**config.mk**
```make
export PLATFORM = sky130hd
export DESIGN_NAME = spi_alias_ctrl
export DESIGN_NICKNAME = d
export VERILOG_FILES = /design/src/rtl/spi_alias_pkg.sv /design/src/rtl/spi_alias_shifter.sv /design/src/rtl/spi_alias_regs.sv /design/src/rtl/spi_alias_ctrl.sv
export SDC_FILE = /design/constraint.sdc
export NUM_CORES = 1
export LEC_CHECK = 0
export BUFFER_PORTS_ARGS = -buffer_cell sky130_fd_sc_hd__buf_4
export CORE_MARGIN = 3
export CORE_UTILIZATION = 50
export DETAILED_ROUTE_END_ITERATION = 16
export MAX_ROUTING_LAYER = met4
export PLACE_DENSITY = 0.76
export SYNTH_ARGS = -nofsm -noshare
export SYNTH_HDL_FRONTEND = slang
export SYNTH_HIERARCHICAL = 1
export SYNTH_SLANG_ARGS = --single-unit
export TNS_END_PERCENT = 10
```
**constraint.sdc**
```tcl
create_clock -name clk -period 7.92 [get_ports clk]
set_clock_uncertainty 0.15 [all_clocks]
set_input_delay 0.396 -clock clk [delete_from_list [all_inputs] [get_ports clk]]
set_output_delay 0.396 -clock clk [all_outputs]
set_load 0.01 [all_outputs]
```
**src/rtl/spi_alias_pkg.sv**
```systemverilog
package spi_alias_pkg;

  typedef enum logic [1:0] {
    OP_ASSIGN = 2'd0,
    OP_CLEAR  = 2'd1,
    OP_SET    = 2'd2,
    OP_INVERT = 2'd3
  } aliasOp_e;

  typedef enum logic [1:0] {
    SLOT_CFG  = 2'd0,
    SLOT_STAT = 2'd1,
    SLOT_DATA = 2'd2,
    SLOT_DIV  = 2'd3
  } slot_e;

  localparam int WORD_W = 32;
  localparam int CNT_W  = 6;
  localparam int CFG_W  = 4;

  // configuration bit positions
  localparam int CFG_EN   = 0;
  localparam int CFG_W16  = 1;
  localparam int CFG_W32  = 2;
  localparam int CFG_RING = 3;

  // status bit positions
  localparam int ST_FULL  = 0;
  localparam int ST_TXE   = 1;
  localparam int ST_OVF   = 2;
  localparam int ST_BUSY  = 3;

  typedef struct packed {
    logic              start;
    logic              abort;
    logic [CNT_W-1:0]  nBits;
    logic [WORD_W-1:0] txWord;
  } dpCmd_t;

endpackage

```
**src/rtl/spi_alias_shifter.sv**
```systemverilog
module spi_alias_shifter
  import spi_alias_pkg::*;
#(
  parameter int DIV_W = 8
) (
  input  logic                clk,
  input  logic                rstN,
  input  dpCmd_t              cmd,
  input  logic [DIV_W-1:0]    divider,
  input  logic                miso,
  output logic                sck,
  output logic                mosi,
  output logic                busy,
  output logic                done,
  output logic [WORD_W-1:0]   rxWord
);

  logic [WORD_W-1:0] txShift;
  logic [WORD_W-1:0] rxShift;
  logic [DIV_W-1:0]  divCnt;
  logic [CNT_W-1:0]  bitCnt;
  logic [CNT_W-1:0]  nBitsR;
  logic              sckR;
  logic              busyR;
  logic              divHit;
  logic              lastFall;

  assign divHit   = (divCnt >= divider);
  assign lastFall = busyR && divHit && sckR && (bitCnt == nBitsR - CNT_W'(1));
  assign done     = lastFall && !cmd.abort;
  assign sck      = sckR;
  assign busy     = busyR;
  assign mosi     = txShift[WORD_W-1];
  assign rxWord   = rxShift;

  always_ff @(posedge clk) begin
    if (!rstN) begin
      txShift <= '0;
      rxShift <= '0;
      divCnt  <= '0;
      bitCnt  <= '0;
      nBitsR  <= '0;
      sckR    <= 1'b0;
      busyR   <= 1'b0;
    end else if (cmd.abort) begin
      busyR  <= 1'b0;
      sckR   <= 1'b0;
      divCnt <= '0;
    end else if (cmd.start && !busyR) begin
      busyR   <= 1'b1;
      sckR    <= 1'b0;
      divCnt  <= '0;
      bitCnt  <= '0;
      nBitsR  <= cmd.nBits;
      rxShift <= '0;
      txShift <= cmd.txWord << (CNT_W'(WORD_W) - cmd.nBits);
    end else if (busyR) begin
      if (divHit) begin
        divCnt <= '0;
        if (!sckR) begin
          sckR    <= 1'b1;
          rxShift <= {rxShift[WORD_W-2:0], miso};
        end else begin
          sckR    <= 1'b0;
          txShift <= {txShift[WORD_W-2:0], 1'b0};
          bitCnt  <= bitCnt + CNT_W'(1);
          if (lastFall) busyR <= 1'b0;
        end
      end else begin
        divCnt <= divCnt + DIV_W'(1);
      end
    end
  end

  // clock is parked low whenever no exchange runs
  a_r7_sck_idle_low: assert property (@(posedge clk) disable iff (!rstN)
    !busy |-> !sck);

  // the final falling edge ends the busy phase
  a_r8_done_ends_busy: assert property (@(posedge clk) disable iff (!rstN)
    done |=> !busy);

  // busy only rises after an accepted start strobe
  a_r8_busy_needs_start: assert property (@(posedge clk) disable iff (!rstN)
    $rose(busy) |-> $past(cmd.start));

endmodule

```
**src/rtl/spi_alias_regs.sv**
```systemverilog
module spi_alias_regs
  import spi_alias_pkg::*;
#(
  parameter int DIV_W      = 8,
  parameter int RING_DEPTH = 4,
  parameter int ADDR_W     = 6
) (
  input  logic               clk,
  input  logic               rstN,
  input  logic               busWe,
  input  logic               busRe,
  input  logic [ADDR_W-1:0]  busAddr,
  input  logic [WORD_W-1:0]  busWdata,
  output logic [WORD_W-1:0]  busRdata,
  input  logic               dpBusy,
  input  logic               dpDone,
  input  logic [WORD_W-1:0]  dpRxWord,
  output dpCmd_t             cmd,
  output logic [DIV_W-1:0]   divider,
  output logic               irqFault,
  output logic               irqTx,
  output logic               irqRx
);

  localparam int PTR_W = (RING_DEPTH > 1) ? $clog2(RING_DEPTH) : 1;

  function automatic logic [PTR_W-1:0] stepPtr(input logic [PTR_W-1:0] p);
    return (p == PTR_W'(RING_DEPTH - 1)) ? '0 : p + PTR_W'(1);
  endfunction

  logic [CFG_W-1:0]  cfgBits;
  logic [DIV_W-1:0]  divReg;
  logic              rxFull, rxOvf;
  logic [PTR_W-1:0]  rdPtr, wrPtr;
  logic [WORD_W-1:0] ring [RING_DEPTH];
  logic              irqF, irqT, irqR;

  logic              inWindow;
  slot_e             slot;
  aliasOp_e          op;
  logic              wrCfg, wrStat, wrData, wrDiv, rdData;
  logic [CFG_W-1:0]  cfgNew;
  logic [DIV_W-1:0]  divNew;
  logic              ovfAlias;
  logic              goingOff, ptrClr, ringOn;
  logic              fullN, ovfN, ovfEvent, fillEvent, fullAfterRead;
  logic [PTR_W-1:0]  rdN, wrN;
  logic [3:0]        statWord;

  assign inWindow = (busAddr[ADDR_W-1:4] == '0);
  assign slot     = slot_e'(busAddr[3:2]);
  assign op       = aliasOp_e'(busAddr[1:0]);
  assign wrCfg    = busWe && inWindow && (slot == SLOT_CFG);
  assign wrStat   = busWe && inWindow && (slot == SLOT_STAT);
  assign wrData   = busWe && inWindow && (slot == SLOT_DATA);
  assign wrDiv    = busWe && inWindow && (slot == SLOT_DIV);
  assign rdData   = busRe && inWindow && (slot == SLOT_DATA);
  assign ringOn   = cfgBits[CFG_RING];

  always_comb begin
    unique case (op)
      OP_ASSIGN: cfgNew = busWdata[CFG_W-1:0];
      OP_CLEAR:  cfgNew = cfgBits & ~busWdata[CFG_W-1:0];
      OP_SET:    cfgNew = cfgBits | busWdata[CFG_W-1:0];
      default:   cfgNew = cfgBits ^ busWdata[CFG_W-1:0];
    endcase
  end

  always_comb begin
    unique case (op)
      OP_ASSIGN: divNew = busWdata[DIV_W-1:0];
      OP_CLEAR:  divNew = divReg & ~busWdata[DIV_W-1:0];
      OP_SET:    divNew = divReg | busWdata[DIV_W-1:0];
      default:   divNew = divReg ^ busWdata[DIV_W-1:0];
    endcase
  end

  always_comb begin
    unique case (op)
      OP_ASSIGN: ovfAlias = busWdata[ST_OVF];
      OP_CLEAR:  ovfAlias = rxOvf & ~busWdata[ST_OVF];
      OP_SET:    ovfAlias = rxOvf | busWdata[ST_OVF];
      default:   ovfAlias = rxOvf ^ busWdata[ST_OVF];
    endcase
  end

  assign goingOff = wrCfg && !cfgNew[CFG_EN];
  assign ptrClr   = wrCfg && cfgNew[CFG_EN] && !cfgNew[CFG_RING];

  // strobes toward the shift engine
  always_comb begin
    cmd.start  = wrData && cfgBits[CFG_EN] && !dpBusy;
    cmd.abort  = goingOff;
    cmd.txWord = busWdata;
    if (cfgBits[CFG_W32])      cmd.nBits = CNT_W'(32);
    else if (cfgBits[CFG_W16]) cmd.nBits = CNT_W'(16);
    else                       cmd.nBits = CNT_W'(8);
  end

  assign fullAfterRead = rdData ? 1'b0 : rxFull;

  always_comb begin
    fullN     = fullAfterRead;
    ovfN      = wrStat ? ovfAlias : rxOvf;
    rdN       = (rdData && ringOn) ? stepPtr(rdPtr) : rdPtr;
    wrN       = wrPtr;
    ovfEvent  = 1'b0;
    fillEvent = 1'b0;
    if (dpDone) begin
      if (fullAfterRead) begin
        ovfN     = 1'b1;
        ovfEvent = 1'b1;
      end else if (ringOn) begin
        wrN = stepPtr(wrPtr);
        if (wrN == rdN) begin
          fullN     = 1'b1;
          fillEvent = 1'b1;
        end
      end else begin
        fullN     = 1'b1;
        fillEvent = 1'b1;
      end
    end
    if (goingOff) begin
      fullN = 1'b0;
      ovfN  = 1'b0;
    end
    if (ptrClr) begin
      rdN = '0;
      wrN = '0;
    end
  end

  always_ff @(posedge clk) begin
    if (!rstN) begin
      cfgBits <= '0;
      divReg  <= '0;
      rxFull  <= 1'b0;
      rxOvf   <= 1'b0;
      rdPtr   <= '0;
      wrPtr   <= '0;
      irqF    <= 1'b0;
      irqT    <= 1'b0;
      irqR    <= 1'b0;
      for (int i = 0; i < RING_DEPTH; i++) ring[i] <= '0;
    end else begin
      if (wrCfg) cfgBits <= cfgNew;
      if (wrDiv) divReg  <= divNew;
      rxFull <= fullN;
      rxOvf  <= ovfN;
      rdPtr  <= rdN;
      wrPtr  <= wrN;
      if (dpDone) ring[wrPtr] <= dpRxWord;
      if (goingOff) begin
        irqF <= 1'b0;
        irqT <= 1'b0;
        irqR <= 1'b0;
      end else begin
        if (dpDone)    irqT <= 1'b1;
        if (fillEvent) irqR <= 1'b1;
        if (ovfEvent)  irqF <= 1'b1;
      end
    end
  end

  assign statWord = {dpBusy, rxOvf, !dpBusy, rxFull};

  always_comb begin
    busRdata = '0;
    if (inWindow) begin
      unique case (slot)
        SLOT_CFG:  busRdata = WORD_W'(cfgBits);
        SLOT_STAT: busRdata = WORD_W'(statWord);
        SLOT_DATA: busRdata = ring[rdPtr];
        default:   busRdata = WORD_W'(divReg);
      endcase
    end
  end

  assign divider  = divReg;
  assign irqFault = irqF;
  assign irqTx    = irqT;
  assign irqRx    = irqR;

  // disabling silences interrupts and empties the status flags
  a_r4_off_quiets: assert property (@(posedge clk) disable iff (!rstN)
    goingOff |=> (!irqFault && !irqTx && !irqRx && !rxFull && !rxOvf));

  // status writes leave receive-full alone
  a_r3_full_not_writable: assert property (@(posedge clk) disable iff (!rstN)
    (wrStat && !dpDone && !rdData && !goingOff) |=> (rxFull == $past(rxFull)));

  // a data read drops receive-full when nothing refills it
  a_r9_read_clears_full: assert property (@(posedge clk) disable iff (!rstN)
    (rdData && !dpDone && !goingOff) |=> !rxFull);

  // overflow keeps the write pointer and raises the flag
  a_r11_overflow_holds: assert property (@(posedge clk) disable iff (!rstN)
    (dpDone && fullAfterRead && !wrCfg) |=> ((wrPtr == $past(wrPtr)) && rxOvf && irqFault));

  // ring completion steps the write pointer by one
  a_r10_ring_step: assert property (@(posedge clk) disable iff (!rstN)
    (dpDone && ringOn && !fullAfterRead && !wrCfg) |=> (wrPtr == stepPtr($past(wrPtr))));

endmodule

```
**src/rtl/spi_alias_ctrl.sv**
```systemverilog
module spi_alias_ctrl
  import spi_alias_pkg::*;
#(
  parameter int DIV_W      = 8,
  parameter int RING_DEPTH = 4
) (
  input  logic        clk,
  input  logic        rstN,
  input  logic        busWe,
  input  logic        busRe,
  input  logic [5:0]  busAddr,
  input  logic [31:0] busWdata,
  output logic [31:0] busRdata,
  output logic        sck,
  output logic        mosi,
  input  logic        miso,
  output logic        irqFault,
  output logic        irqTx,
  output logic        irqRx
);

  dpCmd_t             cmd;
  logic [DIV_W-1:0]   divider;
  logic               dpBusy;
  logic               dpDone;
  logic [WORD_W-1:0]  dpRxWord;

  spi_alias_regs #(
    .DIV_W      (DIV_W),
    .RING_DEPTH (RING_DEPTH),
    .ADDR_W     (6)
  ) u_regs (
    .clk      (clk),
    .rstN     (rstN),
    .busWe    (busWe),
    .busRe    (busRe),
    .busAddr  (busAddr),
    .busWdata (busWdata),
    .busRdata (busRdata),
    .dpBusy   (dpBusy),
    .dpDone   (dpDone),
    .dpRxWord (dpRxWord),
    .cmd      (cmd),
    .divider  (divider),
    .irqFault (irqFault),
    .irqTx    (irqTx),
    .irqRx    (irqRx)
  );

  spi_alias_shifter #(
    .DIV_W (DIV_W)
  ) u_shift (
    .clk     (clk),
    .rstN    (rstN),
    .cmd     (cmd),
    .divider (divider),
    .miso    (miso),
    .sck     (sck),
    .mosi    (mosi),
    .busy    (dpBusy),
    .done    (dpDone),
    .rxWord  (dpRxWord)
  );

endmodule

```
==> impl_metrics.toml, run 1 <==
[floorplanning]
die_w_um = 170
ios = 80
rows = 59
core_um2 = 26200
die_y_um = 170
dieArea_um2 = 28800
start_util_pct = 51.1

[logic_synthesis]
async_flop_share_pct = 0
synth-seq-cells = 235
synth.area.mux_share_pct = 16.6
synthCells = 1249
synth_cell_type_count = 65
synth_top_family_by_area = "multiplexers"
synth_simple_gate_area_share_pct = 16.5
yosysMostFrequentCell = "edfxtp_1"
yosys.area.top_type = "edfxtp_1"
synth.top_cell.area_share_pct = 28.7
synth-xor-area-share_pct = 1.11
synth-compound-area-share_pct = 10.8
yosysSeqAreaShare_pct = 44.7
ys.flop_type = "edfxtp_1"
synth_fa_ha_area_share_pct = 3.73
syn_area_um2 = 13400
yosysWarnings = 6
synthTopCellsByCount = "128 x edfxtp_1, 107 x dfxtp_1, 101 x and2_1"
syn_avg_cell_area_um2 = 10.7
synth_area_leaders = "edfxtp_1 29%, dfxtp_1 16%, mux4_2 12%"
synth_edf_count = 128

[sta]
max_freq_mhz = 190
rsz0062_at_grt = "no"
fin_crit_ps = 5270
setup_violations = 0
fin_crit_sh_pct = 66.5
hold_ws_ps = 32.5
setup_ws_ps = 2650
slew_headroom_pct = 30.7
tightest_slew_ps = 1040
setup_tns_ps = 0
maxSlewViolCount = 0
finalHoldViolations = 0

[global_route]
use_met3_pct = 2.66
busiest_layer = "met2"
grt_use_total_pct = 21.3
met2_usage_pct = 34.5
grt_pass1_wl_um = 48700
grt_pass1_vias = 9282
grt_max_degree = 72
grtUsageMet1_pct = 28.6
antenna_found_initial = 0
gr-total-overflow = 0

[placed_design]
dpl.cell_count = 1557
portBuffers = 79
gp_congestion = 0.887
placement.cell_area_um2 = 13900
dpl.hpwl_um = 20000
dp_worst_setup_slack_ps = 2700

[clock_network]
holdBufCountCts = 0
clk_pin_slew_worst_paths_ps = 60
numCtsBuffers = 25
cts_setup_buffers = 0
cts_max_path_buffers = 3
cts.sinks = 235
htree_levels = 1
cts-root-buf = "clkbuf_16"
insertion_delay_ps = 520
cts_resized = 0
cts_tree = "built"

[run]
maxCapViolations = 0

[route]
routed_wl_um = 30500
drc = 0
post_drt_wl_per_cell_um = 19.0
detail-route-antenna-nets = 0
drtIter0Drc = 959
dr.pass1.iters = 6
route.vias.total = 9618
viasPerCell = 6.00

[setup_path]
cp_data_arrival_time_ps = 5320
path_max_fanout = 40
worst-setup-path-type = "reg2reg"
crit_path_start_kind = "register"
endpoint_kind = "register"
cp.required_ps = 7970

[layout]
fin_cells = 1603
fillers = 2167
utilization_pct = 56.2
final_area_um2 = 14700
num_antenna_cells = 0
area_growth_syn_to_layout_pct = 9.84
final_nets = 1332
drive_gt1_share_pct = 18.8

[pwr]
p_leak_nw = 5.54
worst_ir_drop_vdd_uv = 144
p_total_mw = 2.72
p_per_area_nw_per_um2 = 185

[min_path]
hold_class = "in2reg"

[outcome]
status = "finished clean"
==> sequential cells by signal (all words and copies together), names as in the netlist, 2 cells and up <==
register         flops
u_shift/nBitsR       6
u_shift/txShift     32
u_regs/rdPtr         2
u_regs/divider       8
u_shift/divCnt       8
u_regs/ring        128
u_regs/cfgBits       4
u_shift/rxWord      32
u_regs/wrPtr         2
u_shift/bitCnt       6
==> critical path: stages (launching register included) <==
cell and delay (ps):
dfxtp_1 400, inv_1 60, ha_1 290, and3_1 170
nand3_1 90, a21oi_1 490, nor2_1 180, or4_1 540
nor2_2 100, buf_4 380, nand2_1 210, nor3b_2 530
buf_4 330, nand2b_1 600, buf_4 390
==> final cells by class <==
type	count	area, um^2	share of cell area [%]
flip-flops and latches	235	5990	40.7
well taps	335	419	2.85
multi-input cells	834	6570	44.6
clock buffers	35	734	4.99
clock inverters	11	62.6	0.425
inverters	54	203	1.38
repair buffers	99	743	5.05
==> path summary, 6_finish.rpt <==
| kind | start | end | cells after the start | slack [ps] |
|---|---|---|---|---|
| worst max register to register | u_regs/divider[7]$_SDFFE_PN0P_ | u_regs/ring[2][25]$_SDFFCE_PN0P_ | 14 | 2650 |
| worst min register to register | u_shift/nBitsR[5]$_SDFFE_PN0P_ | u_shift/nBitsR[5]$_SDFFE_PN0P_ | 2 | 340 |
| worst max-delay path | u_regs/divider[7]$_SDFFE_PN0P_ | u_regs/ring[2][25]$_SDFFCE_PN0P_ | 14 | 2650 |
| worst min-delay path | miso | u_shift/rxWord[0]$_SDFFE_PN0P_ | 3 | 30 |
==> metal layers <==
metal,up-vias,routed length (um)
met2,337,14800
met1,4700,13000
met4,0,833
met3,70,1830
met5,-,0
li1,4511,-
==> placed cells by master, fill, tap and decap left out, drive strengths merged, types with 43 or more instances in the layout <==
cell type | Yosys | routed
nand3 | 43 | 43
dfxtp | 107 | 107
nand2 | 91 | 91
inv | 54 | 56
nor2 | 71 | 71
mux2i | 49 | 49
buf | 72 | 99
a21oi | 51 | 51
o21ai | 48 | 48
edfxtp | 128 | 128
and2 | 101 | 101
mux4 | 69 | 69
==> where the power goes <==
group          leakage [nW]  total [mW]  switching [mW]  internal (mW)
logic                  3.05       0.271           0.152          0.119
registers              2.10        1.33          0.0119           1.31
clock network         0.394        1.12           0.473          0.648
total                  5.54        2.72           0.637           2.08
==> cells by family after synthesis <==
kind of cell	Yosys count
DFF	235
buffers and inverters	182
muxes	134
AOI/OAI and AO/OA	219
adders and majority gates	40
other	1
xor gates and xnor gates	17
and+or+nand+nor	421
No activity file was read; power rests on OpenSTA's default activity.
==> run 2, diff against run 1 <==
- clock period: 7.92 -> 5.3 ns (I/O delays scaled with it)
==> run 2 against run 1 <==
Power increased by 51%. Cell count unchanged. First-iteration DRC count increased by 17%. Critical path depth decreased by 1. Highest routed layer unchanged. Critical endpoint is now u_regs/ring[2][11]$_SDFFCE_PN0P_.
==> impl_metrics.toml, run 2 (synthesis gave the netlist of run 1 again) <==
[outcome]
status = "finished clean"

[sta]
maxSlewViolCount = 0
max_freq_mhz = 238
setup_violations = 0
hold_ws_ps = 58.3
slew_headroom_pct = 14.9
fin_crit_ps = 4200
setup_tns_ps = 0
rsz0062_at_grt = "no"
setup_ws_ps = 1100
tightest_slew_ps = 1270
fin_crit_sh_pct = 79.2
finalHoldViolations = 0

[placed_design]
gp_congestion = 0.919
dp_worst_setup_slack_ps = 1130
dpl.hpwl_um = 19900
portBuffers = 79

[layout]
final_common_cell = "edfxtp_1"
drive_gt1_share_pct = 18.8
final_nets = 1334
area_growth_syn_to_layout_pct = 10.3
utilization_pct = 56.4
layout_common_cells = "128 x edfxtp_1, 106 x dfxtp_1, 101 x and2_1, 97 x buf_4, 91 x nand2_1"
top_register = "u_regs/ring"
num_antenna_cells = 0
largest_reg_flops = 128

[floorplanning]
dieArea_um2 = 28800
die_y_um = 170
die_w_um = 170
start_util_pct = 51.1
rows = 59
ios = 80
core_um2 = 26200

[setup_path]
crit_path_start_kind = "register"
endpoint_kind = "register"
worst-setup-path-type = "reg2reg"
cp.required_ps = 5350
cp_data_arrival_time_ps = 4250
path_max_fanout = 33

[route]
viasPerCell = 6.01
detail-route-antenna-nets = 0
routed_wl_um = 30700
dr.pass1.iters = 7
drtIter0Drc = 1125
post_drt_wl_per_cell_um = 19.2
drc = 0
route.vias.total = 9642

[clock_network]
cts_tree = "built"
cts_resized = 0
cts.sinks = 235
htree_levels = 1
cts_max_path_buffers = 3
numCtsBuffers = 25
insertion_delay_ps = 520
clk_pin_slew_worst_paths_ps = 60
cts-root-buf = "clkbuf_16"
cts_setup_buffers = 0

[global_route]
grt_max_degree = 101
gr-total-overflow = 0
grt_use_total_pct = 21.5
grt_pass1_wl_um = 49400
grt_pass1_vias = 9476
antenna_found_initial = 0

[pwr]
worst_ir_drop_vdd_uv = 177
p_leak_nw = 5.56
p_per_area_nw_per_um2 = 277

[min_path]
hold_class = "in2reg"

[run]
maxCapViolations = 0
run 2: worst paths after layout:
path	start	end	slack, ps	cells after the start
setup / recovery	u_regs/divider[7]$_SDFFE_PN0P_	u_regs/ring[2][11]$_SDFFCE_PN0P_	1100	13
hold reg to reg	u_regs/irqTx$_SDFFE_PP0P_	u_regs/irqTx$_SDFFE_PP0P_	330	2
hold / removal	busAddr[1]	u_regs/divider[1]$_SDFFE_PN0P_	60	3
setup reg to reg	u_regs/divider[7]$_SDFFE_PN0P_	u_regs/ring[2][11]$_SDFFCE_PN0P_	1100	13
run 2: timing repair:
item,4_1_cts,5_1_grt
hold buffers,2,0
hold endpoints to repair,4,0
endpoints found under the setup margin,0,0
run 2: area by class of cell:
cell class,instances,area [um^2]
fillers,2193,11400
multi-input cells,834,6570
flip-flops and latches,235,5990
repair buffers,101,788
clock buffers,36,727
well taps,335,419
inverters,54,203
clock inverters,8,81.3
run 2: per-layer routing:
layer | up-vias | global-route usage (%) | wire length (um)
li1 | 4518 | - | -
met1 | 4721 | 28.1 | 13200
met2 | 331 | 35.4 | 15100
met3 | 72 | 2.56 | 1580
met4 | 0 | 6.37 | 823
met5 | - | - | 0
run 2: report_power, final:
group | internal (mW) | total, mW | switching, mW | leakage [nW]
logic | 0.182 | 0.416 | 0.234 | 3.06
registers | 1.96 | 1.98 | 0.0164 | 2.10
clock network | 1.00 | 1.70 | 0.700 | 0.400
run 2: per-stage QoR:
step / cell area, um^2 / total power, mW / std cells
2_1_floorplan: 13400 / 2.32 / 1251
3_3_place_gp: 13900 / 2.41 / 1557
3_5_place_dp: 13900 / 2.42 / 1557
4_1_cts: 14800 / 4.12 / 1603
5_1_grt: 14800 / 4.24 / 1603
6_report: 14800 / 4.10 / 1603
run 2: worst max-delay path, stage by stage (launching register included):
cell,delay (ps)
dfxtp_1,420
inv_1,70
ha_1,300
and3_1,180
nand3_1,90
a21oi_1,560
nor2_1,200
or4_1,560
nor2_2,130
nand2_1,130
nor3b_2,190
buf_4,350
nand2b_1,180
buf_4,340
==> run 3, diff against run 2 <==
- clock period: 5.3 -> 3.92 ns (I/O delays scaled with it)
==> run 3 against run 2 <==
Cell count is 1.1% higher. Via count shrank 1.3%. Die area did not move. Power up 35%. Routed wire length fell by 2.2%. Core utilization grew 0.40 points. Clock power is 34% higher. Critical path type unchanged. Largest cell class unchanged. Highest routed layer unchanged.
==> impl_metrics.toml, run 3 (synthesis gave the netlist of run 1 again) <==
[layout]
top_register = "u_regs/ring"
layout_common_cells = "128 x edfxtp_1, 111 x buf_4, 106 x dfxtp_1, 101 x and2_1, 91 x nand2_1"
num_antenna_cells = 0
final_nets = 1349
largest_reg_flops = 128
final_common_cell = "edfxtp_1"
drive_gt1_share_pct = 19.6
fin_cells = 1620
area_growth_syn_to_layout_pct = 11.0

[pwr]
p_leak_nw = 5.63
clockPowerShare_pct = 41.3
worst_ir_drop_vdd_uv = 328
power_frac_seq_pct = 48.5
combPwrFrac_pct = 10.2
p_per_area_nw_per_um2 = 371
p_int_mw = 4.22
p_sw_share_pct = 23.4
p_switching_mw = 1.29

[floorplanning]
die_y_um = 170
start_util_pct = 51.1
rows = 59
core_um2 = 26200
dieArea_um2 = 28800
ios = 80
die_w_um = 170

[clock_network]
insertion_delay_ps = 530
numCtsBuffers = 25
cts_max_path_buffers = 3
cts.sinks = 235
clk_pin_slew_worst_paths_ps = 70
cts-root-buf = "clkbuf_16"
cts_tree = "built"
cts_setup_buffers = 0
htree_levels = 1

[placed_design]
gp_congestion = 0.927
dpl.hpwl_um = 19800
dp_worst_setup_slack_ps = 374
dpl.cell_count = 1571
portBuffers = 79

[route]
routed_wl_um = 30000
detail-route-antenna-nets = 0
post_drt_wl_per_cell_um = 18.5
dr.pass1.iters = 7
drc = 0
drtIter0Drc = 919
viasPerCell = 5.87
route.vias.total = 9514

[global_route]
gr-total-overflow = 0
busiest_layer = "met2"
met2_usage_pct = 34.9
antenna_found_initial = 0
grt_use_total_pct = 21.0
grt_max_degree = 58
grtUsageMet1_pct = 27.4
use_met3_pct = 2.80
grt_pass1_wl_um = 48200
grt_pass1_vias = 9217

[sta]
setup_ws_ps = 257
tightest_slew_ps = 1110
hold_ws_ps = 24.1
setup_violations = 0
slew_headroom_pct = 25.9
maxSlewViolCount = 0
finalHoldViolations = 0
fin_crit_sh_pct = 93.4
max_freq_mhz = 273
fin_crit_ps = 3660
rsz0062_at_grt = "no"
setup_tns_ps = 0

[setup_path]
path_max_fanout = 17
cp_data_arrival_time_ps = 3720
worst-setup-path-type = "reg2reg"
cp.required_ps = 3980
endpoint_kind = "register"
crit_path_start_kind = "register"

[run]
maxCapViolations = 0

[outcome]
status = "finished clean"

[min_path]
hold_class = "in2reg"
run 3: cell types whose count changed in the layout (fill, tap and decap cells not counted), sizes merged:
cell         delta
buf            +14
clkinv          +4
clkbuf          -2
clkinvlp        +1
dlygate4sd3     +1
inv             -1
run 3: path summary, 6_finish.rpt:
| check | slack, ps | to | cells after the start | from |
|---|---|---|---|---|
| worst max-delay path | 260 | u_regs/ring[2][28]$_SDFFCE_PN0P_ | 12 | u_regs/divider[7]$_SDFFE_PN0P_ |
| worst min-delay path | 20 | u_regs/divider[4]$_SDFFE_PN0P_ | 4 | busWdata[4] |
| worst max register to register | 260 | u_regs/ring[2][28]$_SDFFCE_PN0P_ | 12 | u_regs/divider[7]$_SDFFE_PN0P_ |
| worst min register to register | 330 | u_shift/nBitsR[5]$_SDFFE_PN0P_ | 2 | u_shift/nBitsR[5]$_SDFFE_PN0P_ |
run 3: through the flow:
| stage | total power, mW | cell area [um^2] | util [%] |
|---|---|---|---|
| 6_report | 5.51 | 14900 | 56.8 |
| 5_1_grt | 5.70 | 14900 | 56.8 |
| 4_1_cts | 5.54 | 14900 | 56.8 |
| 3_5_place_dp | 3.27 | 14100 | 53.6 |
| 3_3_place_gp | 3.26 | 14100 | 53.6 |
| 2_1_floorplan | 3.14 | 13400 | - |
run 3: final cells by class:
cell class	instances	area, um^2
timing repair buffer	116	903
clock buffer	34	699
tap	335	419
sequential	235	5990
clock inverter	12	96.3
fill	2128	11300
inverter	54	203
multi-input combinational	834	6570
run 3: metal layers:
| layer | share of wire, % | vias to the layer above |
|---|---|---|
| met3 | 5.8 | 53 |
| met2 | 49 | 306 |
| met4 | 2.6 | 0 |
| met1 | 43 | 4611 |
| met5 | 0 | - |
| li1 | - | 4544 |
run 3: power groups by stage:
stage	combinational [mW]	clock [mW]	sequential, mW
4_1_cts	0.545	2.32	2.68
3_3_place_gp	0.533	0	2.72
2_1_floorplan	0.420	0	2.72
3_5_place_dp	0.538	0	2.73
5_1_grt	0.602	2.41	2.68
6_report	0.561	2.28	2.68
run 3: worst max-delay path, cell delays in order, from the launching register on:
cell      delay [ps]
dfxtp_1          410
inv_1             70
ha_1             290
and3_1           180
a221oi_1         110
nor2b_1          360
nor2_1           160
or4_1            540
nor2_2           190
nand2_1          150
nor3b_2          240
nand2b_1         180
buf_4            300
run 3: timing repair:
item	CTS	global route
resized for setup	0	0
hold buffers	3	0
hold endpoints to repair	6	0
